### src/rtl/wdt_safe_trigger.sv
module wdt_safe_trigger #(
  parameter int CNT_W    = 16,
  parameter int PRESCALE = 4028,
  parameter int CTRL_W   = 16,
  parameter int EN_BIT   = 15,
  parameter int CLR_BIT  = 7
) (
  input  logic             clk,
  input  logic             rst_n,
  input  logic             load_we,
  input  logic [CNT_W-1:0] load_val,
  input  logic             ctrl_we,
  input  logic [CTRL_W-1:0] ctrl_wdata,
  input  logic             emg_enable,
  output logic [CNT_W-1:0] count_o,
  output logic             overflow_o,
  output logic             irq_o,
  output logic             emg_req_o
);
  localparam int PS_W = (PRESCALE > 1) ? $clog2(PRESCALE) : 1;

  logic [PS_W-1:0]  presc;
  logic [CNT_W-1:0] cnt;
  logic             en, ovf, irq, emg_q;

  wire running = en & ~ovf & ~irq;
  wire tick    = running & (presc == PS_W'(PRESCALE - 1));
  wire expire  = tick & ~load_we & (cnt <= CNT_W'(1));
  wire clr_ok  = ctrl_we & ctrl_wdata[CLR_BIT] & ~ovf;

  always_ff @(posedge clk or negedge rst_n) begin
    if (!rst_n) begin
      presc <= '0;
      cnt   <= '0;
      en    <= 1'b0;
      ovf   <= 1'b0;
      irq   <= 1'b0;
      emg_q <= 1'b0;
    end else begin
      if (ctrl_we) en <= ctrl_wdata[EN_BIT];
      if (load_we) begin
        cnt   <= load_val;
        ovf   <= 1'b0;
        presc <= '0;
      end else if (running) begin
        presc <= tick ? '0 : presc + 1'b1;
        if (tick) begin
          cnt <= expire ? '0 : cnt - 1'b1;
          if (expire) ovf <= 1'b1;
        end
      end
      if (expire)      irq <= 1'b1;
      else if (clr_ok) irq <= 1'b0;
      emg_q <= expire & emg_enable;
    end
  end

  assign count_o    = cnt;
  assign overflow_o = ovf;
  assign irq_o      = irq;
  assign emg_req_o  = emg_q;

  p_load_r2: assert property (@(posedge clk) disable iff (!rst_n)
    load_we |=> (count_o == $past(load_val)) && !overflow_o);
  p_frozen_r3: assert property (@(posedge clk) disable iff (!rst_n)
    (!en && !load_we) |=> $stable(count_o));
  p_ovf_irq_r6: assert property (@(posedge clk) disable iff (!rst_n)
    $rose(overflow_o) |-> irq_o && (count_o == '0));
  p_ovf_hold_r6: assert property (@(posedge clk) disable iff (!rst_n)
    (overflow_o && !load_we) |=> overflow_o && $stable(count_o));
  p_emg_pulse_r7: assert property (@(posedge clk) disable iff (!rst_n)
    emg_req_o |=> !emg_req_o);
  p_emg_gate_r7: assert property (@(posedge clk) disable iff (!rst_n)
    emg_req_o |-> overflow_o && $past(emg_enable));
  p_clr_blocked_r8: assert property (@(posedge clk) disable iff (!rst_n)
    (irq_o && overflow_o) |=> irq_o);
endmodule

### config.mk
export PLATFORM = sky130hd
export DESIGN_NAME = wdt_safe_trigger
export DESIGN_NICKNAME = d
export VERILOG_FILES = /design/src/rtl/wdt_safe_trigger.sv
export SDC_FILE = /design/constraint.sdc
export NUM_CORES = 1
export LEC_CHECK = 0
export ABC_AREA = 1
export BUFFER_PORTS_ARGS = -buffer_cell sky130_fd_sc_hd__clkbuf_2
export CORE_MARGIN = 10
export CORE_UTILIZATION = 40
export DETAILED_ROUTE_END_ITERATION = 8
export GPL_TIMING_DRIVEN = 0
export PLACE_DENSITY = 0.66
export SLEW_MARGIN = 30
export SYNTH_ARGS = -nofsm -noshare
export SYNTH_HDL_FRONTEND = slang
export SYNTH_SLANG_ARGS = --single-unit
### constraint.sdc
create_clock -name clk -period 1.45 [get_ports clk]
set_input_delay 0.145 -clock clk [delete_from_list [all_inputs] [get_ports clk]]
set_output_delay 0.145 -clock clk [all_outputs]
set_load 0.02 [all_outputs]
==> flow_metrics.tcl <==
set metrics [dict create \
    r2r-start "presc[0]" \
    whs_endpoint "en" \
    arrival_ns 1.72 \
    start_util_pct 41.0 \
    skew_ns 0.00515 \
    crit_fanout 5 \
    yosysMostFrequentCell "nand2_1" \
    setup_viol 10 \
    rows 26 \
    ant_nets 0 \
    synthFlopType "dfrtp_1" \
    wl_per_cell_um 13.6 \
    die_y_um 92.4 \
    antenna_found_initial 0 \
    htree_levels 2 \
    cp-end-kind "flop" \
    async_flop_share_pct 100 \
    hold_viol 0 \
    io_buffers 41 \
    synth_area_leader_cell "dfrtp_1" \
    power_mw 2.49 \
    ys_seq_elements 32 \
    synth_seq_area_share_pct 38.2 \
    synth_common_cells "79 x nand2_1, 36 x nor2_1, 35 x inv_1" \
    switching_share_pct 32.2 \
    via_per_inst 4.82 \
    grt_pass1_vias 2068 \
    synth_edf_count 0 \
    drt_iter0_markers 70 \
    die_area_um2 8530 \
    power.leakage_nw 1.41 \
    dr_wl_met3_um 239 \
    hold_depth 2 \
    comb_power_share_pct 22.9 \
    min_path_type "in -> reg" \
    power.density_nw_per_um2 877 \
    rr_worst_depth 11 \
    post-route-period-util_pct 102 \
    route.detailed.drc 0 \
    final_util_pct 55.6 \
    grt_max_degree 33 \
    top_layer_used "met4" \
    avgSynthCellArea_um2 7.20 \
    syn_to_final_growth_pct 35.6 \
    ys_warn_count 0 \
    clock_path_buffers 2 \
    relSlewSlack_pct 45.1 \
    syn-cell-area_um2 2090 \
    netlist_instances 291 \
    violations "setup timing" \
    grt_use_total_pct 13.2 \
    fmax_ghz 0.677 \
    hp-start "ctrl_wdata[15]" \
    finalNonFillerCells 429 \
    setup_ws_ns -0.0277 \
    synth.distinct_cells 33 \
    synth_top_area_share_pct 38.2 \
    rr_endpoint "count_o[7]" \
    fill_cells 484 \
    worstMarginPinSlew_ns 0.823 \
    clkLatencyLatePin_ns 0.29 \
    grt_pass1_wl_um 9180 \
    p_int_mw 1.69 \
    cts.sinks 32 \
    ff2ff_setup_slack_ns -0.03 \
    grt_overflow 0 \
    first_pass_iters 4 \
    layout.nets 398 \
    ir_drop_uv 568 \
    die_x_um 92.4 \
    root_buffer "clkbuf_8" \
    io_pins 56 \
    clk_pin_slew_worst_paths_ns 0.07 \
    seq_power_share_pct 41.8 \
    synthTopCellsByArea "dfrtp_1 38%, nand2_1 14%, nor2_1 6.5%" \
    core_area_um2 5110 \
    wl_met1_um 2510 \
    cts_tree "built" \
    drv_slew 0 \
    diodes 0 \
    startpoint_type "flop" \
    vias 2067 \
    startpoint "presc[0]" \
    drive_gt1_share_pct 37.0 \
    cap_violations 0 \
    crit_type "reg -> reg" \
    gp_congestion 0.868 \
    place_inst 402 \
    status "complete, but fails checks" \
    routed_wl_um 5830 \
    critical_path_required_ns 1.69 \
    rsz0062_at_grt "yes" \
    synth_fp_nets 331 \
    dr_wl_met2_um 3010 \
    fin_crit_ns 1.48 \
    p_clk_share_pct 35.3 \
    hpwl_um 4070 \
    p_sw_mw 0.801 \
    numCtsBuffers 5 \
]
power groups by stage:
stage	clock network, mW	logic, mW	registers [mW]
after global routing	0.940	0.636	1.05
final	0.880	0.570	1.04
after floorplan	0	0.260	1.09
after CTS	0.906	0.522	1.03
after global placement	0	0.473	1.05
after detailed placement	0	0.479	1.05
per-layer routing:
| layer | global-route usage [%] | vias up |
|---|---|---|
| met2 | 22.9 | 40 |
| met4 | 4.50 | 0 |
| li1 | - | 1043 |
| met1 | 15.0 | 974 |
| met5 | 0 | - |
| met3 | 3.95 | 10 |
final cells by class:
cell class	count	area, um2	area share [%]
multi-input cells	213	1280	45.0
flip-flops and latches	32	807	28.4
repair buffers	60	355	12.5
inverters	41	159	5.59
well taps	70	87.6	3.08
clock buffers	5	68.8	2.42
clock inverters	3	42.5	1.50
plain buffers	5	42.5	1.50
sequential cells by signal, summed over array words and instances (netlist names):
signal,count
count_o,16
emg_req_o,1
en,1
irq_o,1
overflow_o,1
presc,12
kinds of logic (layout without fill, tap and decap cells):
family / count (synthesis) / count (layout) / share of synthesized area, %
fa+ha+maj: 3 / 3 / 1.79
buf+inv: 46 / 114 / 9.20
simple gates: 164 / 164 / 35.9
flops: 32 / 32 / 38.2
compound gates: 30 / 30 / 8.01
xor+xnor: 14 / 14 / 5.85
mux: 2 / 2 / 1.02
worst max-delay path by stage:
| stage | end | depth (start not counted) |
|---|---|---|
| floorplan | count_o[5] | 9 |
| global placement | presc[4] | 8 |
| detailed placement | presc[4] | 8 |
| CTS | count_o[9] | 9 |
| global route | count_o[3] | 11 |
| finish | count_o[7] | 11 |
stage by stage:
| stage | hold WS, ns | TNS, ns | instance area (um2) | setup slack (ns) |
|---|---|---|---|---|
| floorplan | -0.151 | 0 | 2110 | 0.0111 |
| detailed placement | 0.289 | -1.75 | 2400 | -0.114 |
| global placement | 0.286 | -1.03 | 2400 | -0.0911 |
| CTS | 0.0754 | -0.00194 | 2640 | -0.00194 |
| finish | 0.0830 | -0.111 | 2840 | -0.0277 |
| global route | 0.0772 | -2.42 | 2840 | -0.133 |
critical path, cell delays in order, from the launching register on:
cell and delay, ns:
dfrtp_1 0.42, ha_4 0.20, nand2_4 0.08, nor2_4 0.04, nand2_2 0.07, nor2_4 0.05
nor2_4 0.19, buf_6 0.16, nand2_2 0.05, nand2_2 0.06, clkinv_1 0.05, nand2_1 0.05
cells in the final DEF (no fill, tap or decap), drive strengths merged:
master,synthesis,layout
a211oi,1,1
a21oi,5,5
a31oi,1,1
and3,2,2
buf,4,22
bufinv,0,1
clkbuf,1,47
clkinv,3,4
clkinvlp,0,1
dfrtp,32,32
dlygate4sd3,0,1
ha,3,3
inv,38,38
mux2,1,1
mux2i,1,1
nand2,83,83
nand3,30,30
nand3b,1,1
nor2,44,44
nor3,3,3
nor3b,1,1
o211a,1,1
o21a,1,1
o21ai,20,20
o21bai,1,1
xnor2,1,1
xor2,13,13
what timing repair did:
item | CTS | global route
hold buffers | 1 | 0
pin swaps | 7 | 16
setup buffers | 8 | 8
resized for setup | 16 | 39
cloned | 1 | 1
endpoints found under the setup margin | 28 | 30
endpoints found under the hold margin | 32 | 0
Power figures use the tool's default switching activity.
